$ cat config.mk
export PLATFORM = sky130hd
export DESIGN_NAME = prio_irq_ctrl
export DESIGN_NICKNAME = d
export VERILOG_FILES = /design/src/rtl/irq_pkg.sv /design/src/rtl/irq_arbiter.sv /design/src/rtl/irq_lvl_stack.sv /design/src/rtl/prio_irq_ctrl.sv
export SDC_FILE = /design/constraint.sdc
export NUM_CORES = 1
export LEC_CHECK = 0
export BUFFER_PORTS_ARGS = -buffer_cell sky130_fd_sc_hd__buf_2
export CAP_MARGIN = 20
export CORE_ASPECT_RATIO = 1.5
export CORE_MARGIN = 8
export CORE_UTILIZATION = 63
export DETAILED_ROUTE_END_ITERATION = 10
export GPL_TIMING_DRIVEN = 0
export PLACE_DENSITY = 0.89
export SYNTH_ARGS = -nofsm -noshare
export SYNTH_HDL_FRONTEND = slang
export SYNTH_SLANG_ARGS = --single-unit
$ cat constraint.sdc
create_clock -name clk -period 43 [get_ports clk]
set_input_delay 2.15 -clock clk [delete_from_list [all_inputs] [get_ports clk]]
set_output_delay 2.15 -clock clk [all_outputs]
set_load 0.01 [all_outputs]
$ cat src/rtl/irq_pkg.sv
package irq_pkg;
    localparam int MAX_SRC  = 64;
    localparam int DATA_W   = 32;
    localparam int ADDR_W   = 4;
    localparam int PRIO_W   = 3;
    localparam int LVL_W    = 4;
    localparam int VEC_W    = 7;
    localparam int VEC_BASE = 8;
    localparam int PRIO_PER_WORD = 8;
    localparam int PRIO_STRIDE   = 4;

    localparam logic [ADDR_W-1:0] A_FLAG0 = 4'd0;
    localparam logic [ADDR_W-1:0] A_FLAG1 = 4'd1;
    localparam logic [ADDR_W-1:0] A_EN0   = 4'd2;
    localparam logic [ADDR_W-1:0] A_EN1   = 4'd3;
    localparam logic [ADDR_W-1:0] A_PRIO0 = 4'd4;
    localparam logic [ADDR_W-1:0] A_CPU   = 4'd12;
    localparam logic [ADDR_W-1:0] A_CTRL  = 4'd13;
    localparam logic [ADDR_W-1:0] A_STAT  = 4'd14;

    typedef struct packed {
        logic             valid;
        logic [VEC_W-1:0] vec;
        logic [LVL_W-1:0] lvl;
    } irq_status_t;
endpackage

$ cat src/rtl/irq_arbiter.sv
module irq_arbiter #(
    parameter int N  = 16,
    parameter int PW = 3,
    localparam int IDX_W = (N > 1) ? $clog2(N) : 1
) (
    input  logic [N-1:0]    cand,
    input  logic [N*PW-1:0] prio,
    output logic            found,
    output logic [IDX_W-1:0] win_idx,
    output logic [PW-1:0]   win_prio
);
    // Linear scan: a later source replaces the best only when strictly higher,
    // so equal priorities resolve to the lowest index.
    always_comb begin
        found    = 1'b0;
        win_idx  = '0;
        win_prio = '0;
        for (int i = 0; i < N; i++) begin
            if (cand[i] && (!found || prio[i*PW +: PW] > win_prio)) begin
                found    = 1'b1;
                win_idx  = IDX_W'(i);
                win_prio = prio[i*PW +: PW];
            end
        end
    end
endmodule

$ cat src/rtl/irq_lvl_stack.sv
module irq_lvl_stack #(
    parameter int DEPTH = 8,
    parameter int W     = 4,
    localparam int CNT_W = $clog2(DEPTH + 1),
    localparam int IDX_W = (DEPTH > 1) ? $clog2(DEPTH) : 1
) (
    input  logic         clk,
    input  logic         rst_n,
    input  logic         push,
    input  logic         pop,
    input  logic [W-1:0] din,
    output logic [W-1:0] top,
    output logic         empty
);
    logic [W-1:0]     mem_d [DEPTH];
    logic [W-1:0]     mem_q [DEPTH];
    logic [CNT_W-1:0] cnt_d, cnt_q;

    assign empty = (cnt_q == '0);
    assign top   = empty ? '0 : mem_q[IDX_W'(cnt_q - 1'b1)];

    always_comb begin
        mem_d = mem_q;
        cnt_d = cnt_q;
        if (pop && !empty) begin
            cnt_d = cnt_q - 1'b1;
        end else if (push && cnt_q != CNT_W'(DEPTH)) begin
            mem_d[IDX_W'(cnt_q)] = din;
            cnt_d = cnt_q + 1'b1;
        end
    end

    always_ff @(posedge clk) begin
        if (!rst_n) begin
            cnt_q <= '0;
            for (int i = 0; i < DEPTH; i++) mem_q[i] <= '0;
        end else begin
            cnt_q <= cnt_d;
            mem_q <= mem_d;
        end
    end


    stack_no_overflow_chk: assert property (@(posedge clk) disable iff (!rst_n)
        push |-> (cnt_q != CNT_W'(DEPTH)));
endmodule

$ cat src/rtl/prio_irq_ctrl.sv
module prio_irq_ctrl
    import irq_pkg::*;
#(
    parameter int NUM_SRC     = 16,
    parameter int STACK_DEPTH = 8,
    localparam int IDX_W = (NUM_SRC > 1) ? $clog2(NUM_SRC) : 1
) (
    input  logic               clk,
    input  logic               rst_n,
    input  logic [NUM_SRC-1:0] src_set,
    input  logic               reg_wr,
    input  logic [ADDR_W-1:0]  reg_addr,
    input  logic [DATA_W-1:0]  reg_wdata,
    output logic [DATA_W-1:0]  reg_rdata,
    output logic               irq_req,
    output logic [VEC_W-1:0]   irq_vec,
    output logic [LVL_W-1:0]   irq_lvl,
    input  logic               irq_ack,
    input  logic               irq_ret,
    output logic [LVL_W-1:0]   cpu_lvl
);
    typedef struct packed {
        logic [NUM_SRC-1:0]        flag;
        logic [NUM_SRC-1:0]        en;
        logic [NUM_SRC*PRIO_W-1:0] prio;
        logic [LVL_W-1:0]          cpu;
        logic                      nest_dis;
        irq_status_t               st;
    } state_t;

    state_t s_d, s_q;

    logic [NUM_SRC-1:0] cand;
    logic [NUM_SRC-1:0] clr;
    logic               found;
    logic [IDX_W-1:0]   win_idx;
    logic [PRIO_W-1:0]  win_prio;
    logic               take_ack, take_ret, stk_empty;
    logic [LVL_W-1:0]   stk_top;

    assign cand = s_q.flag & s_q.en;

    irq_arbiter #(.N(NUM_SRC), .PW(PRIO_W)) u_arb (
        .cand     (cand),
        .prio     (s_q.prio),
        .found    (found),
        .win_idx  (win_idx),
        .win_prio (win_prio)
    );

    irq_lvl_stack #(.DEPTH(STACK_DEPTH), .W(LVL_W)) u_stk (
        .clk   (clk),
        .rst_n (rst_n),
        .push  (take_ack),
        .pop   (take_ret),
        .din   (s_q.cpu),
        .top   (stk_top),
        .empty (stk_empty)
    );

    assign irq_req  = s_q.st.valid && (s_q.st.lvl > s_q.cpu);
    assign take_ret = irq_ret && !stk_empty;
    assign take_ack = irq_ack && irq_req && !irq_ret;
    assign irq_vec  = s_q.st.vec;
    assign irq_lvl  = s_q.st.lvl;
    assign cpu_lvl  = s_q.cpu;

    // Write-one-to-clear mask for the flag words
    always_comb begin
        logic [2*DATA_W-1:0] clr_w;
        clr_w = '0;
        if (reg_wr && reg_addr == A_FLAG0) clr_w[DATA_W-1:0] = reg_wdata;
        if (reg_wr && reg_addr == A_FLAG1) clr_w[2*DATA_W-1:DATA_W] = reg_wdata;
        clr = clr_w[NUM_SRC-1:0];
    end

    always_comb begin
        logic [2*DATA_W-1:0] en_w;
        s_d  = s_q;
        en_w = (2*DATA_W)'(s_q.en);

        s_d.flag = (s_q.flag & ~clr) | src_set;

        if (reg_wr && reg_addr == A_EN0) en_w[DATA_W-1:0] = reg_wdata;
        if (reg_wr && reg_addr == A_EN1) en_w[2*DATA_W-1:DATA_W] = reg_wdata;
        s_d.en = en_w[NUM_SRC-1:0];

        for (int i = 0; i < NUM_SRC; i++) begin
            if (reg_wr && reg_addr == A_PRIO0 + ADDR_W'(i / PRIO_PER_WORD))
                s_d.prio[i*PRIO_W +: PRIO_W] =
                    reg_wdata[(i % PRIO_PER_WORD)*PRIO_STRIDE +: PRIO_W];
        end

        if (reg_wr && reg_addr == A_CTRL) s_d.nest_dis = reg_wdata[0];
        if (reg_wr && reg_addr == A_CPU)
            s_d.cpu = {s_q.cpu[LVL_W-1], reg_wdata[LVL_W-2:0]};

        if (take_ret)
            s_d.cpu = stk_top;
        else if (take_ack)
            s_d.cpu = s_q.nest_dis ? LVL_W'(7) : s_q.st.lvl;

        s_d.st.valid = found;
        s_d.st.vec   = found ? VEC_W'(win_idx) + VEC_W'(VEC_BASE) : '0;
        s_d.st.lvl   = found ? {1'b0, win_prio} : '0;
    end

    always_ff @(posedge clk) begin
        if (!rst_n) s_q <= '0;
        else        s_q <= s_d;
    end

    // Register read mux
    always_comb begin
        logic [2*DATA_W-1:0] fl_w, en_r;
        fl_w      = (2*DATA_W)'(s_q.flag);
        en_r      = (2*DATA_W)'(s_q.en);
        reg_rdata = '0;
        case (reg_addr)
            A_FLAG0: reg_rdata = fl_w[DATA_W-1:0];
            A_FLAG1: reg_rdata = fl_w[2*DATA_W-1:DATA_W];
            A_EN0:   reg_rdata = en_r[DATA_W-1:0];
            A_EN1:   reg_rdata = en_r[2*DATA_W-1:DATA_W];
            A_CPU:   reg_rdata = DATA_W'(s_q.cpu);
            A_CTRL:  reg_rdata = DATA_W'(s_q.nest_dis);
            A_STAT:  reg_rdata = {s_q.st.valid, 19'b0, s_q.st.lvl, 1'b0, s_q.st.vec};
            default: reg_rdata = '0;
        endcase
        for (int i = 0; i < NUM_SRC; i++) begin
            if (reg_addr == A_PRIO0 + ADDR_W'(i / PRIO_PER_WORD))
                reg_rdata[(i % PRIO_PER_WORD)*PRIO_STRIDE +: PRIO_W] =
                    s_q.prio[i*PRIO_W +: PRIO_W];
        end
    end

    // ---------------- assertions ----------------
    logic [2*DATA_W-1:0] cand_prev_q;
    logic [VEC_W-1:0]    win_off;
    always_ff @(posedge clk) begin
        if (!rst_n) cand_prev_q <= '0;
        else        cand_prev_q <= (2*DATA_W)'(cand);
    end
    assign win_off = s_q.st.vec - VEC_W'(VEC_BASE);


    flag_sticky_chk: assert property (@(posedge clk) disable iff (!rst_n)
        1'b1 |=> (($past(s_q.flag) & ~$past(clr) & ~s_q.flag) == '0));


    win_enabled_chk: assert property (@(posedge clk) disable iff (!rst_n)
        s_q.st.valid |-> cand_prev_q[win_off[5:0]]);


    no_zero_req_chk: assert property (@(posedge clk) disable iff (!rst_n)
        irq_req |-> (irq_lvl != '0));


    cpu_top_bit_chk: assert property (@(posedge clk) disable iff (!rst_n)
        (reg_wr && reg_addr == A_CPU) |=> (cpu_lvl[LVL_W-1] == $past(cpu_lvl[LVL_W-1])));


    ack_raise_chk: assert property (@(posedge clk) disable iff (!rst_n)
        (irq_ack && irq_req && !irq_ret) |=>
            (cpu_lvl == ($past(s_q.nest_dis) ? LVL_W'(7) : $past(irq_lvl))));


    ret_empty_chk: assert property (@(posedge clk) disable iff (!rst_n)
        (irq_ret && stk_empty && !(reg_wr && reg_addr == A_CPU)) |=> $stable(cpu_lvl));
endmodule

==> key figures <==
Status
  – Status: complete, no violations

Routing
  – Vias per cell: 6.25
  – First-pass DRT Iterations: 6
  – Final ANT Viol Nets: 0
  – Total vias in the final route: 8,251
  – Residual DRC count: 0
  – WL final: 27,600 um
  – WL per Instance: 20.9 um
  – Iter 0 DRT Violations: 707

Synth
  – Ranking of synthesized cells by area: dfxtp_1 33%, nand2_1 9.1%, a21oi_1 8.6%
  – Post-Synthesis Cells: 1,035
  – Syn avg cell area: 7.68 um2
  – Yosys top cell by area: dfxtp_1
  – Post-synth top cells: 192 x nand2_1, 136 x a21oi_1, 130 x dfxtp_1
  – Ys async rst share: 0%
  – Top-count cell post-synth: nand2_1
  – Distinct cells, synth: 82
  – Ys Warns: 0
  – Area of the mapped netlist: 0.00794 mm2
  – #FFs+latches synth: 130
  – EDFF count, synth: 0
  – Sequential element share of the synthesized area: 32.8%
  – Share of the synthesized area in the top cell type: 32.8%
  – Synth Flop Type: dfxtp_1

Placement
  – Dpl hpwl: 21,700 um
  – Port-buffer cells: 91
  – GPL Wtd Cong: 0.979

Die
  – Die Ht: 154 um
  – Row count: 50
  – Core area: 0.0124 mm2
  – Die W: 108 um
  – Boundary Pins: 105
  – Die area: 0.0165 mm2
  – Initial Util: 64.1%

Critical path
  – Slowest stage delay, CP: 0.42 ns
  – CP endpoint kind: flop
  – Crit Path Max Fanout: 9
  – Critical Path RT: 43.32 ns
  – Slowest stage cell, crit path: o21bai_1
  – Critical Path AT: 24.07 ns
  – WS Path Type: reg -> reg
  – Startpoint types: flop
  – Reg2Reg Depth: 117

Min path
  – Worst min-delay path class: reg -> reg
  – Depth of the worst hold-timing path: 2

Clock network
  – H-tree depth: 4
  – CTS tree: done
  – Total CTS buffers: 17
  – Clk slew on worst S/H paths: 0.06 ns
  – Max Root-Sink Buffers: 2
  – Clock Root Buffer: clkbuf_16
  – Worst skew pair latency: 0.43 ns
  – Clk sink count: 130
  – Cts repair resizes: 0
  – Setup Fix Bufs, Post-CTS: 0
  – # hold bufs at CTS: 0

GRT
  – GRT Total Usage: 33.0%
  – Vias in the first global route: 8,054
  – Grt ovf: 0
  – Largest net degree at the start of global routing: 17
  – First-pass GRT wire length: 42,100 um
  – Initial antenna violation count: 0

Pwr
  – Max VDD drop: 0.0000246 V
  – Lkg Pwr: 3.75 nW
  – Switch Pwr: 0.000112 W
  – Comb power frac: 20.7%
  – Cell internal pwr: 0.000233 W
  – Sw Share: 32.4%
  – Power per Cell Area: 37.5 mW/mm2
  – Sequential Power Share: 37.8%
  – Clock power share: 41.5%

STA
  – Max Fclk: 42.1 MHz
  – Endpoints failing setup: 0
  – Least-Margin Pin Slew: 1.08 ns
  – Period utilization: 55.2%
  – Final min period: 23.76 ns
  – Final Hold Vio Count: 0
  – WHS: 0.428 ns
  – RSZ-0062 raised after global routing: false
  – Rel. slew slack: 28.2%
  – Max Clock Skew: 0.0136 ns
  – TNS Setup: 0 ns
  – Final Max Tran Viols: 0

Layout
  – Layout cell share with drive strength beyond 1: 14.9%
  – Area grow syn2layout: 15.8%
  – Nets@finish: 1,251
  – ANT cells: 0
  – Post-layout util: 74.2%

Job
  – Max-cap viol count: 0
final cells by class:
| class | instances | area [um2] |
|---|---|---|
| Timing Repair Buffer | 92 | 459 |
| Multi-Input combinational cell | 792 | 4850 |
| Tap cell | 156 | 195 |
| Inverter | 48 | 180 |
| Clock buffer | 18 | 429 |
| Fill cell | 1026 | 3190 |
| Clock inverter | 14 | 143 |
| Sequential cell | 130 | 2600 |
| Buffer | 70 | 339 |
state kept, by name (all words and copies together) (netlist names):
register     count
u_stk.mem_q     32
irq_vec          5
irq_lvl          3
u_stk.cnt_q      4
cpu_lvl          4
s_q             82
final timing paths:
check                                      from              end  slack (ns)
worst max-delay path                    s_q[65]       irq_lvl[0]       19.24
worst min-delay path            u_stk.mem_q[23]  u_stk.mem_q[23]        0.43
worst max register to register          s_q[65]       irq_lvl[0]       19.24
worst min register to register  u_stk.mem_q[23]  u_stk.mem_q[23]        0.43
through the flow:
stage | total power [W] | instance area, um2 | setup slack (ns) | std cells
2_1_floorplan | 0.000179 | 7960 | 22.84 | 1040
3_3_place_gp | 0.000201 | 8610 | 20.08 | 1287
3_5_place_dp | 0.000202 | 8620 | 19.84 | 1288
4_1_cts | 0.000343 | 9200 | 19.65 | 1320
5_1_grt | 0.000355 | 9200 | 17.41 | 1320
6_report | 0.000345 | 9200 | 19.24 | 1320
per-layer routing:
layer	GRT usage (%)	up-vias	part of all wire [%]
met5	0	-	0
met4	28.8	0	9.0
met3	7.07	127	7.7
met2	55.7	423	49
met1	33.3	3810	35
li1	-	3891	-
cells by family after synthesis:
family	after synthesis	share of synthesized area, %
AND/OR/NAND/NOR	396	22.0
AO/OA/AOI/OAI	302	24.9
flip-flops	130	32.8
buffers and inverters	118	6.54
adder cells (fa/ha/maj)	44	6.90
multiplexers	41	6.47
XOR/XNOR	3	0.331
other	1	0.0472
worst max-delay path, delay by kind of cell, from the launching register on:
family,cells,cell delay (ns)
compound gates,62,13.12
simple gates,27,4.32
fa+ha+maj,15,4.15
mux,3,0.95
buf+inv,10,0.78
flops,1,0.30
cell usage in the layout (no fill, tap or decap), types with 4 or more instances in the layout:
cell type / n
o21ai_0: 27
and3b_1: 4
a21oi_2: 6
nand3_1: 20
nand2_1: 192
a22oi_1: 10
a21o_1: 11
ha_1: 43
dfxtp_1: 130
o21a_1: 6
mux2i_1: 30
clkbuf_16: 17
o21bai_1: 6
inv_6: 7
nand3b_1: 4
nor2b_1: 9
conb_1: 6
a31oi_1: 13
mux4_2: 8
or3_1: 4
inv_1: 48
o211ai_1: 11
nor2_1: 100
a22o_1: 13
nand4_1: 5
a222oi_1: 6
buf_2: 92
a221oi_1: 8
clkbuf_1: 51
and2_1: 5
a21oi_1: 136
nand2b_1: 7
nor3_1: 13
and3_1: 14
buf_4: 18
power groups by stage:
stage          Combinational (W)  Sequential, W  Clock, W
5_1_grt                0.0000765       0.000131  0.000148
3_3_place_gp           0.0000678       0.000133         0
4_1_cts                0.0000699       0.000130  0.000143
2_1_floorplan          0.0000477       0.000131         0
3_5_place_dp           0.0000693       0.000133         0
6_report               0.0000713       0.000130  0.000143
Power figures use the tool's default switching activity.
